$ cat src/rtl/fsl_pkg.sv
package fsl_pkg;

  localparam int BYTE_W = 8;

  typedef enum logic [2:0] {
    ST_IDLE,
    ST_ADDR,
    ST_WDATA,
    ST_ACK,
    ST_TX,
    ST_MACK,
    ST_WAIT
  } fsl_state_e;

  // Content of one fuse column, a fixed function of its index.
  function automatic logic [BYTE_W-1:0] fuse_word(input int unsigned col);
    logic [BYTE_W-1:0] prod;
    prod = BYTE_W'(col * 29);
    return prod ^ 8'hA5;
  endfunction

endpackage

$ cat src/rtl/fsl_line_sampler.sv
module fsl_line_sampler #(
  parameter int SYNC_STAGES = 2
) (
  input  logic clk,
  input  logic rst,
  input  logic scl_i,
  input  logic sda_i,
  output logic scl_s,
  output logic sda_s,
  output logic scl_rise,
  output logic scl_fall,
  output logic start_det,
  output logic stop_det
);

  localparam int LINES = 2;

  logic [LINES-1:0] raw;
  logic [LINES-1:0] now_v;
  logic [LINES-1:0] prev_v;

  assign raw = {scl_i, sda_i};

  for (genvar l = 0; l < LINES; l++) begin : g_line
    logic [SYNC_STAGES-1:0] sh;
    logic                   last;
    always_ff @(posedge clk) begin
      if (rst) begin
        sh   <= '1;
        last <= 1'b1;
      end else begin
        sh   <= {sh[SYNC_STAGES-2:0], raw[l]};
        last <= sh[SYNC_STAGES-1];
      end
    end
    assign now_v[l]  = sh[SYNC_STAGES-1];
    assign prev_v[l] = last;
  end

  logic scl_d, sda_d;
  assign scl_s = now_v[1];
  assign sda_s = now_v[0];
  assign scl_d = prev_v[1];
  assign sda_d = prev_v[0];

  assign scl_rise  = scl_s & ~scl_d;
  assign scl_fall  = ~scl_s & scl_d;
  assign start_det = scl_s & scl_d & sda_d & ~sda_s;
  assign stop_det  = scl_s & scl_d & ~sda_d & sda_s;

endmodule

$ cat src/rtl/fsl_fuse_rom.sv
module fsl_fuse_rom
  import fsl_pkg::*;
#(
  parameter int COL_W = 4
) (
  input  logic              clk,
  input  logic [COL_W-1:0]  col,
  output logic [BYTE_W-1:0] data
);

  localparam int COLS = 1 << COL_W;

  logic [BYTE_W-1:0] rom [COLS];

  always_comb begin
    for (int c = 0; c < COLS; c++) rom[c] = fuse_word(unsigned'(c));
  end

  // Registered read port, suited to a block ROM.
  always_ff @(posedge clk) data <= rom[col];

endmodule

$ cat src/rtl/fsl_reg_bank.sv
module fsl_reg_bank
  import fsl_pkg::*;
#(
  parameter int PTR_W = 3,
  parameter int COL_W = 4
) (
  input  logic              clk,
  input  logic              rst,
  input  logic              we,
  input  logic [PTR_W-1:0]  waddr,
  input  logic [BYTE_W-1:0] wdata,
  input  logic [PTR_W-1:0]  raddr,
  input  logic [BYTE_W-1:0] fuse_data,
  output logic [BYTE_W-1:0] rdata,
  output logic [COL_W-1:0]  fuse_col
);

  localparam int              NREG     = 1 << PTR_W;
  localparam logic [PTR_W-1:0] DAT_SLOT = {PTR_W{1'b1}};
  localparam logic [PTR_W-1:0] IDX_SLOT = DAT_SLOT - 1'b1;

  logic [BYTE_W-1:0] regs [NREG];

  always_ff @(posedge clk) begin
    if (rst) begin
      for (int i = 0; i < NREG; i++) regs[i] <= '0;
    end else if (we && waddr != DAT_SLOT) begin
      regs[waddr] <= wdata;
    end
  end

  assign rdata    = (raddr == DAT_SLOT) ? fuse_data : regs[raddr];
  assign fuse_col = regs[IDX_SLOT][COL_W-1:0];

  // the protocol engine never issues a store to the readback slot
  assert_no_readback_write_R8: assert property (@(posedge clk) disable iff (rst)
    we |-> (waddr != DAT_SLOT));

endmodule

$ cat src/rtl/fsl_proto.sv
module fsl_proto
  import fsl_pkg::*;
#(
  parameter int PTR_W = 3
) (
  input  logic              clk,
  input  logic              rst,
  input  logic              scl_s,
  input  logic              sda_s,
  input  logic              scl_rise,
  input  logic              scl_fall,
  input  logic              start_det,
  input  logic              stop_det,
  input  logic              addr_strap,
  input  logic [BYTE_W-1:0] rdata,
  output logic [PTR_W-1:0]  ptr,
  output logic              we,
  output logic [PTR_W-1:0]  waddr,
  output logic [BYTE_W-1:0] wdata,
  output logic              drive_low
);

  localparam logic [PTR_W-1:0] DAT_SLOT = {PTR_W{1'b1}};
  localparam logic [3:0]       LAST_BIT = 4'd8;

  fsl_state_e        state;
  logic [3:0]        bit_cnt;
  logic [BYTE_W-1:0] rx_sh;
  logic [BYTE_W-1:0] tx_sh;
  logic              is_read;
  logic              ptr_phase;
  logic              mack_ok;
  logic [6:0]        my_addr;

  assign my_addr = {5'b11000, addr_strap, 1'b0};

  always_ff @(posedge clk) begin
    if (rst) begin
      state     <= ST_IDLE;
      bit_cnt   <= '0;
      rx_sh     <= '0;
      tx_sh     <= '0;
      is_read   <= 1'b0;
      ptr_phase <= 1'b0;
      mack_ok   <= 1'b0;
      drive_low <= 1'b0;
      ptr       <= '0;
      we        <= 1'b0;
      waddr     <= '0;
      wdata     <= '0;
    end else begin
      we <= 1'b0;
      if (start_det) begin
        state     <= ST_ADDR;
        bit_cnt   <= '0;
        drive_low <= 1'b0;
      end else if (stop_det) begin
        state     <= ST_IDLE;
        bit_cnt   <= '0;
        drive_low <= 1'b0;
      end else begin
        unique case (state)
          ST_ADDR, ST_WDATA: begin
            if (scl_rise && bit_cnt < LAST_BIT) begin
              rx_sh   <= {rx_sh[BYTE_W-2:0], sda_s};
              bit_cnt <= bit_cnt + 1'b1;
            end else if (scl_fall && bit_cnt == LAST_BIT) begin
              bit_cnt <= '0;
              if (state == ST_ADDR) begin
                if (rx_sh[7:1] == my_addr) begin
                  drive_low <= 1'b1;
                  is_read   <= rx_sh[0];
                  ptr_phase <= 1'b1;
                  state     <= ST_ACK;
                end else begin
                  state <= ST_WAIT;
                end
              end else begin
                drive_low <= 1'b1;
                is_read   <= 1'b0;
                state     <= ST_ACK;
                if (ptr_phase) begin
                  ptr       <= rx_sh[PTR_W-1:0];
                  ptr_phase <= 1'b0;
                end else begin
                  if (ptr != DAT_SLOT) begin
                    we    <= 1'b1;
                    waddr <= ptr;
                    wdata <= rx_sh;
                  end
                  ptr <= ptr + 1'b1;
                end
              end
            end
          end
          ST_ACK: begin
            if (scl_fall) begin
              bit_cnt <= '0;
              if (is_read) begin
                tx_sh     <= rdata;
                drive_low <= ~rdata[7];
                state     <= ST_TX;
              end else begin
                drive_low <= 1'b0;
                state     <= ST_WDATA;
              end
            end
          end
          ST_TX: begin
            if (scl_rise) begin
              bit_cnt <= bit_cnt + 1'b1;
            end else if (scl_fall) begin
              if (bit_cnt == LAST_BIT) begin
                drive_low <= 1'b0;
                ptr       <= ptr + 1'b1;
                state     <= ST_MACK;
              end else begin
                drive_low <= ~tx_sh[6];
                tx_sh     <= {tx_sh[BYTE_W-2:0], 1'b0};
              end
            end
          end
          ST_MACK: begin
            if (scl_rise) begin
              mack_ok <= ~sda_s;
            end else if (scl_fall) begin
              bit_cnt <= '0;
              if (mack_ok) begin
                tx_sh     <= rdata;
                drive_low <= ~rdata[7];
                state     <= ST_TX;
              end else begin
                state <= ST_WAIT;
              end
            end
          end
          default: ;
        endcase
      end
    end
  end

  // a START from any state restarts address reception
  assert_start_restarts_R2: assert property (@(posedge clk) disable iff (rst)
    start_det |=> (state == ST_ADDR && bit_cnt == 4'd0 && !drive_low));

  // a STOP returns to idle with the line released
  assert_stop_idle_R2: assert property (@(posedge clk) disable iff (rst)
    stop_det |=> (state == ST_IDLE && !drive_low));

  // pull-down only in the slave's own acknowledge or transmit phases
  assert_drive_states_R10: assert property (@(posedge clk) disable iff (rst)
    drive_low |-> (state == ST_ACK || state == ST_TX));

  // the driven level does not move while SCL is high
  assert_sda_stable_hi_R5: assert property (@(posedge clk) disable iff (rst)
    ($past(scl_s) && !$past(start_det) && !$past(stop_det)) |-> $stable(drive_low));

  // the waiting state is left only through START or STOP
  assert_wait_holds_R6: assert property (@(posedge clk) disable iff (rst)
    ($past(state == ST_WAIT) && !$past(start_det) && !$past(stop_det))
      |-> (state == ST_WAIT && !drive_low));

endmodule

$ cat src/rtl/i2c_fuse_slave.sv
module i2c_fuse_slave
  import fsl_pkg::*;
#(
  parameter int PTR_W       = 3,
  parameter int FUSE_COL_W  = 4,
  parameter int SYNC_STAGES = 2
) (
  input  logic clk,
  input  logic rst,
  input  logic scl_i,
  input  logic sda_i,
  input  logic addr_strap,
  output logic sda_oe_n
);

  logic scl_s, sda_s, scl_rise, scl_fall, start_det, stop_det;
  logic [PTR_W-1:0]      ptr;
  logic                  we;
  logic [PTR_W-1:0]      waddr;
  logic [BYTE_W-1:0]     wdata;
  logic [BYTE_W-1:0]     rdata;
  logic [BYTE_W-1:0]     fuse_data;
  logic [FUSE_COL_W-1:0] fuse_col;
  logic                  drive_low;

  fsl_line_sampler #(.SYNC_STAGES(SYNC_STAGES)) u_sampler (
    .clk(clk), .rst(rst), .scl_i(scl_i), .sda_i(sda_i),
    .scl_s(scl_s), .sda_s(sda_s), .scl_rise(scl_rise), .scl_fall(scl_fall),
    .start_det(start_det), .stop_det(stop_det)
  );

  fsl_proto #(.PTR_W(PTR_W)) u_proto (
    .clk(clk), .rst(rst), .scl_s(scl_s), .sda_s(sda_s),
    .scl_rise(scl_rise), .scl_fall(scl_fall),
    .start_det(start_det), .stop_det(stop_det),
    .addr_strap(addr_strap), .rdata(rdata), .ptr(ptr),
    .we(we), .waddr(waddr), .wdata(wdata), .drive_low(drive_low)
  );

  fsl_reg_bank #(.PTR_W(PTR_W), .COL_W(FUSE_COL_W)) u_regs (
    .clk(clk), .rst(rst), .we(we), .waddr(waddr), .wdata(wdata),
    .raddr(ptr), .fuse_data(fuse_data), .rdata(rdata), .fuse_col(fuse_col)
  );

  fsl_fuse_rom #(.COL_W(FUSE_COL_W)) u_fuse (
    .clk(clk), .col(fuse_col), .data(fuse_data)
  );

  assign sda_oe_n = ~drive_low;

endmodule

$ cat config.mk
export PLATFORM = sky130hd
export DESIGN_NAME = i2c_fuse_slave
export DESIGN_NICKNAME = d
export VERILOG_FILES = /design/src/rtl/fsl_pkg.sv /design/src/rtl/fsl_line_sampler.sv /design/src/rtl/fsl_fuse_rom.sv /design/src/rtl/fsl_reg_bank.sv /design/src/rtl/fsl_proto.sv /design/src/rtl/i2c_fuse_slave.sv
export SDC_FILE = /design/constraint.sdc
export NUM_CORES = 1
export LEC_CHECK = 0
export ABC_AREA = 1
export BUFFER_PORTS_ARGS = -buffer_cell sky130_fd_sc_hd__buf_4
export CORE_MARGIN = 4
export CORE_UTILIZATION = 57
export CTS_BUF_LIST = sky130_fd_sc_hd__clkbuf_4 sky130_fd_sc_hd__clkbuf_8 sky130_fd_sc_hd__clkbuf_16
export CTS_CLUSTER_SIZE = 16
export DETAILED_ROUTE_END_ITERATION = 8
export PLACE_DENSITY = 0.84
export RECOVER_POWER = 100
export SYNTH_ARGS = -nofsm -noshare
export SYNTH_HDL_FRONTEND = slang
export SYNTH_SLANG_ARGS = --single-unit
export TNS_END_PERCENT = 5
$ cat constraint.sdc
create_clock -name clk -period 1.5 [get_ports clk]
set_input_delay 0.15 -clock clk [delete_from_list [all_inputs] [get_ports clk]]
set_output_delay 0.15 -clock clk [all_outputs]
set_load 0.03 [all_outputs]
==> impl_metrics.toml, run 1 <==
[synthesis]
ys.flop_type = "edfxtp_1"
yosys.cell_types.count = 36
synth.cell_area_sq_mm = 0.005665
synth-edff-count = 64
yosysTopAreaCellShare_pct = 33.92
yosysWarningCount = 0
netlist.top_cell.by_area = "edfxtp_1"
seq_area_frac_synth_pct = 54.42
async_reset_ff_share_pct = 0
synth.ff_latch_count = 122
yosysMostFrequentCell = "nand2_1"
synth.cells.most_frequent = "178 x nand2_1, 93 x nor2_1, 66 x nand3_1"
yosys-top-cells-area = "edfxtp_1 34%, dfxtp_1 20%, nand2_1 12%"
post_synthesis_cells = 685
mean_cell_area_of_the_mapped_netlist_sq_um = 8.271

[clocking]
tritoncts = "built"
cts_max_level = 4
clk_pin_slew_worst_paths_ns = 0.05
cts-buffers-inserted = 17
clock_tree.root_cell = "clkbuf_8"
cts_max_path_buffers = 2
cts_num_sinks = 122
clock_latency_ns = 0.53

[global_route]
largest_net_degree_at_the_start_of_global_routing = 35
remaining_global_route_overflow = 0
grt_usage_pct = 27.81
wire_length_of_the_first_global_routing_pass_mm = 24.64
antenna_found_initial = 0
via_count_of_the_first_global_routing_pass = 4960

[timing]
min_period_ns = 1.587
finalMaxSlewViolations = 0
setup_viol_count_final = 26
fin_ws_ns = -0.08736
clock.fmax_mhz = 630.0
finalClockSkew_ns = 0.01065
rsz0062_at_grt = "yes"
layout_worst_path_cycle_share_pct = 105.8
final-hold-violation-count = 0

[power_and_ir_drop]
ir_worst_vdd_v = 0.0009911
pwr-share-seq_pct = 42.0
leakagePower_uw = 0.002868
sw_frac_of_total_pct = 29.82
switchingPower_uw = 2756
power.total_uw = 9243
power_per_cell_area_mw_per_mm2 = 1296
power.internal_uw = 6487
clkPwrFrac_pct = 38.0
power.share.combinational_pct = 20.0

[min_path]
hold_path_cell_cnt = 3
worst_hold_path.endpoint = "u_proto.tx_sh[5]$_SDFFE_PP0P_"
hold_class = "in -> reg"
timing.hold.worst.start = "rst"

[cells_and_area]
instances_no_fill = 899
antenna_cells_inserted = 0
nNetsFinal = 768
layout-drive-gt1-share_pct = 22.58
area_delta_synth_final_pct = 25.88
final.fill_count = 623

[floorplanning]
floorplan.initialDensity_pct = 58.23
floorplan.rows = 36
coreArea_sq_mm = 0.009729
die_height_um = 107.7
num_io_pins = 6
chipWidth_um = 107.7
floorplan.die_area_sq_mm = 0.01160

[detailed_routing]
routed_vias = 5199
final_antenna_net_count = 0
routed_wl_mm = 16.02
detailedRoute.firstPassIterationCount = 6
drc = 0
post_drt_via_cell_ratio = 5.783
routed_wire_length_per_instance_um = 17.82
detail_route.iter0.violations = 641

[worst_setup_path]
setup.worst_path.start_class = "register"
critical_path.reg2reg.startpoint = "u_proto.bit_cnt[1]$_SDFFE_PP0P_"
setup_slack_reg_to_reg_ns = -0.09
rr_endpoint = "u_proto.waddr[1]$_SDFFE_PP0P_"
crit_path_max_fanout = 5
timing.critical_path.to_type = "register"
critical-path-top-cell-by-count = "nor2_4"
worst_path_max_delay_cell = "dfxtp_2"
worstRegToRegCells = 10
critPathArrivalTime_ns = 2.03
critical_path.cell_chain = "inv_2, ha_4, nand3_2, nor2_4, nand2_4, nor2_4, buf_4, buf_16, o21ai_0, a21oi_1"
worstSetupPathType = "reg -> reg"
critical_path_depth = 10
crit_family = "simple AND/OR/NAND/NOR gates"
critPathRequiredTime_ns = 1.94
slowest_delay_ns = 0.32
path_buf_inv = 3

[run]
drv.max_cap_violation_count = 0

[placed_design]
post-dp-hpwl_mm = 9.055
gp_congestion = 0.9298
placement.io_buffers = 5
post-place-cells = 849

[status]
failed_checks = "setup timing"
outcome = "complete, but fails checks"
## placed cells by master (no fill, tap or decap), types with 3 or more instances in the layout
master         instances
a21oi_1               41
a21oi_2                4
buf_12                 6
buf_4                 47
buf_6                  4
clkbuf_16             16
clkbuf_4               5
clkinv_2               8
conb_1                 8
dfxtp_1               48
dfxtp_2                7
dfxtp_4                3
dlygate4sd3_1          3
edfxtp_1              64
ha_1                   6
inv_1                 56
inv_2                 10
nand2_1              166
nand2_2               10
nand2_4                6
nand3_1               62
nand3_2                7
nand4_1                3
nor2_1                84
nor2_2                 6
nor2_4                12
o21ai_0               34
o21ai_1                8
or2_2                  4
xor2_1                 3
## worst max-delay path by stage
| stage | from | end |
|---|---|---|
| global placement | u_proto.bit_cnt[1]$_SDFFE_PP0P_ | u_proto.waddr[2]$_SDFFE_PP0P_ |
| detailed placement | u_proto.state[2]$_SDFFE_PP0P_ | u_proto.state[2]$_SDFFE_PP0P_ |
| floorplan | u_proto.ptr[0]$_SDFFE_PP0P_ | u_proto.waddr[2]$_SDFFE_PP0P_ |
| CTS | u_proto.state[2]$_SDFFE_PP0P_ | u_proto.wdata[3]$_SDFFE_PP0P_ |
| finish | u_proto.bit_cnt[1]$_SDFFE_PP0P_ | u_proto.waddr[1]$_SDFFE_PP0P_ |
| global route | u_proto.bit_cnt[1]$_SDFFE_PP0P_ | u_proto.waddr[2]$_SDFFE_PP0P_ |
## final cells by class
class | instances | area [sq um] | share of cell area (%)
Timing Repair Buffer | 64 | 618.1 | 8.667
Tap cell | 133 | 166.4 | 2.333
Sequential cell | 122 | 3103 | 43.51
Inverter | 67 | 251.5 | 3.526
Multi-Input combinational cell | 482 | 2489 | 34.89
Clock buffer | 21 | 450.4 | 6.316
Clock inverter | 10 | 53.80 | 0.7544
## routing by layer
metal  track usage [%]  wire [um]  up-vias
li1                  -          -     2374
met1             33.44       6141     2413
met2             46.18       7776      322
met3             5.999       1228       90
met4             15.69        877        0
met5                 0          0        -
## power groups by stage
stage / Sequential [uW] / Clock [uW] / Combinational (uW)
finish: 3880 / 3510 / 1850
global route: 3890 / 3660 / 1970
CTS: 3860 / 3480 / 1570
detailed placement: 3900 / 0 / 1320
global placement: 3900 / 0 / 1260
floorplan: 3860 / 0 / 981
## stage by stage
step | util, % | hold WS, ns | area [sq um] | setup TNS (ns) | worst slack [ns]
floorplan | - | 0.2538 | 5692 | 0 | 0.009023
global placement | 63.21 | 0.3357 | 6150 | -0.1643 | -0.01906
detailed placement | 63.21 | 0.3416 | 6150 | -1.106 | -0.07733
CTS | 71.63 | 0.1130 | 6969 | -0.03366 | -0.006490
global route | 73.30 | 0.1275 | 7132 | -3.307 | -0.1381
finish | 73.30 | 0.1059 | 7132 | -1.219 | -0.08736
## worst min-delay path: cells and delay by family
family          cells  cell delay, ns
compound gates      1            0.04
buf+inv             2            0.38
## cell families (layout without fill, tap and decap cells)
logic type	count (synthesis)	in the layout	share of synthesized area, %
adder cells (fa/ha/maj)	9	9	1.988
AND/OR/NAND/NOR	367	368	28.22
buffers and inverters	89	162	6.272
other	1	8	0.06619
AO/OA/AOI/OAI	94	94	8.569
XOR/XNOR	3	3	0.4639
flip-flops	122	122	54.42
## flip-flops by register name, indices dropped and copies added, names as in the netlist, named ones only
signal / count
u_fuse.data: 8
u_proto.bit_cnt: 4
u_proto.drive_low: 1
u_proto.is_read: 1
u_proto.mack_ok: 1
u_proto.ptr: 3
u_proto.ptr_phase: 1
u_proto.rx_sh: 8
u_proto.state: 3
u_proto.tx_sh: 7
u_proto.waddr: 3
u_proto.wdata: 8
u_proto.we: 1
u_regs.regs: 64
u_sampler.g_line.last: 2
u_sampler.g_line.sh: 4
## timing repair
item / 4_1_cts / 5_1_grt
pin swaps: 11 / 8
gates resized for setup: 43 / 47
endpoints found under the hold margin: 3 / 0
setup endpoints to repair: 30 / 99
hold buffers: 3 / 0
setup buffers: 8 / 5
cloned: 3 / 0
No activity file was read; power rests on OpenSTA's default activity.
==> run 2, diff against run 1 <==
--- a/config.mk
+++ b/config.mk
@@ -7,12 +7,15 @@
 export LEC_CHECK = 0
 export ABC_AREA = 1
 export BUFFER_PORTS_ARGS = -buffer_cell sky130_fd_sc_hd__buf_4
+export CELL_PAD_IN_SITES_DETAIL_PLACEMENT = 1
+export CELL_PAD_IN_SITES_GLOBAL_PLACEMENT = 2
+export CORE_ASPECT_RATIO = 0.6
 export CORE_MARGIN = 4
-export CORE_UTILIZATION = 57
+export CORE_UTILIZATION = 35
 export CTS_BUF_LIST = sky130_fd_sc_hd__clkbuf_4 sky130_fd_sc_hd__clkbuf_8 sky130_fd_sc_hd__clkbuf_16
 export CTS_CLUSTER_SIZE = 16
 export DETAILED_ROUTE_END_ITERATION = 8
-export PLACE_DENSITY = 0.84
+export PLACE_DENSITY = 0.83
 export RECOVER_POWER = 100
 export SYNTH_ARGS = -nofsm -noshare
 export SYNTH_HDL_FRONTEND = slang
==> impl_metrics.toml, run 2 (synthesized netlist as in run 1, its figures left out) <==
[placed_design]
placement.io_buffers = 5
gp_congestion = 0.8474
post-place-cells = 943
post-dp-hpwl_mm = 12.62

[floorplanning]
floorplan.initialDensity_pct = 36.34
die_height_um = 106.6
chipWidth_um = 172.3
coreArea_sq_mm = 0.01559
floorplan.rows = 35
floorplan.die_area_sq_mm = 0.01835
num_io_pins = 6

[global_route]
wire_length_of_the_first_global_routing_pass_mm = 30.13
antenna_found_initial = 1
largest_net_degree_at_the_start_of_global_routing = 35
remaining_global_route_overflow = 0
grt_usage_pct = 21.55
via_count_of_the_first_global_routing_pass = 5427

[timing]
finalHoldWorstSlack_ns = 0.2464
min_period_ns = 1.666
clock.fmax_mhz = 600.1
fin_ws_ns = -0.1663
rsz0062_at_grt = "yes"
final-hold-violation-count = 0
setup_viol_count_final = 32
setup_total_negative_slack_ns = -2.506
finalMaxSlewViolations = 0
finalClockSkew_ns = 0.01104
layout_worst_path_cycle_share_pct = 111.1

[clocking]
tritoncts = "built"
clk_pin_slew_worst_paths_ns = 0.06
cts_max_path_buffers = 2
clock_latency_ns = 0.42
cts_max_level = 4
cts-buffers-inserted = 17
clock_tree.root_cell = "clkbuf_16"
cts_num_sinks = 122

[worst_setup_path]
setup.worst_path.start_class = "register"
critPathRequiredTime_ns = 1.83
crit_path_start = "u_proto.bit_cnt[1]$_SDFFE_PP0P_"
worstSetupPathType = "reg -> reg"
slowest_delay_ns = 0.33
rr_endpoint = "u_proto.state[0]$_SDFFE_PP0P_"
worstSetupEndpoint = "u_proto.state[0]$_SDFFE_PP0P_"
worstRegToRegCells = 11
crit_path_max_fanout = 5
setup_slack_reg_to_reg_ns = -0.17
critPathArrivalTime_ns = 2.00
crit_family = "simple AND/OR/NAND/NOR gates"
critical_path.reg2reg.startpoint = "u_proto.bit_cnt[1]$_SDFFE_PP0P_"
critical_path_depth = 11
worst_path_max_delay_cell = "dfxtp_2"
path_buf_inv = 3
timing.critical_path.to_type = "register"
critical_path.cell_chain = "inv_2, ha_4, nand3_4, nor2_4, buf_6, a21oi_1, inv_1, nand2_2, nand3_1, nand2_1, nor2_1"

[power_and_ir_drop]
sw_frac_of_total_pct = 30.64
pwr-share-seq_pct = 38.2
clkPwrFrac_pct = 38.4
power.share.combinational_pct = 23.4
switchingPower_uw = 3130
power.internal_uw = 7086
ir_worst_vdd_v = 0.0007374
leakagePower_uw = 0.003020
power.total_uw = 10220
power_per_cell_area_mw_per_mm2 = 1348

[cells_and_area]
antenna_cells_inserted = 0
registers.top_by_ff_count = "u_regs.regs"
largest_reg_flops = 64
layout_common_cells = "163 x nand2_1, 81 x nor2_1, 64 x edfxtp_1"
area_delta_synth_final_pct = 33.79
final.fill_count = 1817
nNetsFinal = 790
instances_no_fill = 992
final_common_cell = "nand2_1"
layout-drive-gt1-share_pct = 25.98

[detailed_routing]
final_antenna_net_count = 0
detailedRoute.firstPassIterationCount = 4
drc = 0
routed_vias = 5103
post_drt_via_cell_ratio = 5.144
routed_wl_mm = 19.33
routed_wire_length_per_instance_um = 19.49
detail_route.iter0.violations = 380

[status]
outcome = "complete, but fails checks"
failed_checks = "setup timing"

[run]
drv.max_cap_violation_count = 0

[min_path]
hold_class = "in -> reg"
run 2: cell types whose count changed in the layout (fill, tap and decap cells not counted), sizes merged:
cell	before	now
clkbuf	23	26
clkinv	9	10
buf	59	78
dlygate4sd3	3	2
bufinv	0	1
run 2: power by group through the flow:
stage / Clock, uW / Combinational, uW / Sequential (uW)
after detailed placement: 0 / 1630 / 3910
after global placement: 0 / 1550 / 3900
after global routing: 4140 / 2570 / 3920
after floorplan: 0 / 981 / 3860
after CTS: 3990 / 2050 / 3860
final: 3920 / 2390 / 3910
run 2: area by class of cell:
class | instances | area [sq um] | area share [%]
Timing Repair Buffer | 86 | 807.0 | 10.65
Clock inverter | 12 | 97.59 | 1.288
Sequential cell | 122 | 3100 | 40.90
Multi-Input combinational cell | 482 | 2600 | 34.30
Inverter | 67 | 255.2 | 3.367
Clock buffer | 20 | 465.4 | 6.141
Tap cell | 203 | 254.0 | 3.351
run 2: tightest hold or removal path, stage by stage:
cell	delay, ns
clkbuf_1	0.10
buf_4	0.24
a21oi_2	0.13
run 2: metal layers:
layer	vias up	GRT usage, %	share of wire, %
met5	-	0	0.067
met4	2	5.945	1.3
met3	25	3.790	3.5
met2	92	33.43	46
met1	2558	30.98	49
li1	2426	-	-
run 2: through the flow:
step / setup WS (ns) / instance area (sq um) / utilization [%]
4_1_cts: -0.03687 / 7513 / 48.19
2_1_floorplan: 0.009023 / 5692 / -
5_1_grt: -0.2396 / 7580 / 48.62
6_report: -0.1663 / 7580 / 48.62
3_3_place_gp: -0.05692 / 6480 / 41.57
3_5_place_dp: -0.2066 / 6480 / 41.57
run 2: worst min-delay path by stage:
stage               start                                    to  slack [ns]  depth (start not counted)
CTS                   rst         u_proto.tx_sh[3]$_SDFFE_PP0P_        0.22                          3
detailed placement  sda_i  u_sampler.g_line[0].sh[0]$_SDFF_PP1_        0.35                          2
floorplan           sda_i  u_sampler.g_line[0].sh[0]$_SDFF_PP1_        0.25                          1
global route          rst         u_proto.tx_sh[6]$_SDFFE_PP0P_        0.29                          3
global placement    scl_i  u_sampler.g_line[1].sh[0]$_SDFF_PP1_        0.34                          2
finish                rst         u_proto.tx_sh[5]$_SDFFE_PP0P_        0.25                          3
run 2: timing repair:
action,in CTS,in global routing
buffers inserted,14,2
endpoints found under the setup margin,42,72
hold endpoints to repair,2,0
pin swaps,17,25
cloned,3,0
hold buffers,2,0
resized for setup,75,53
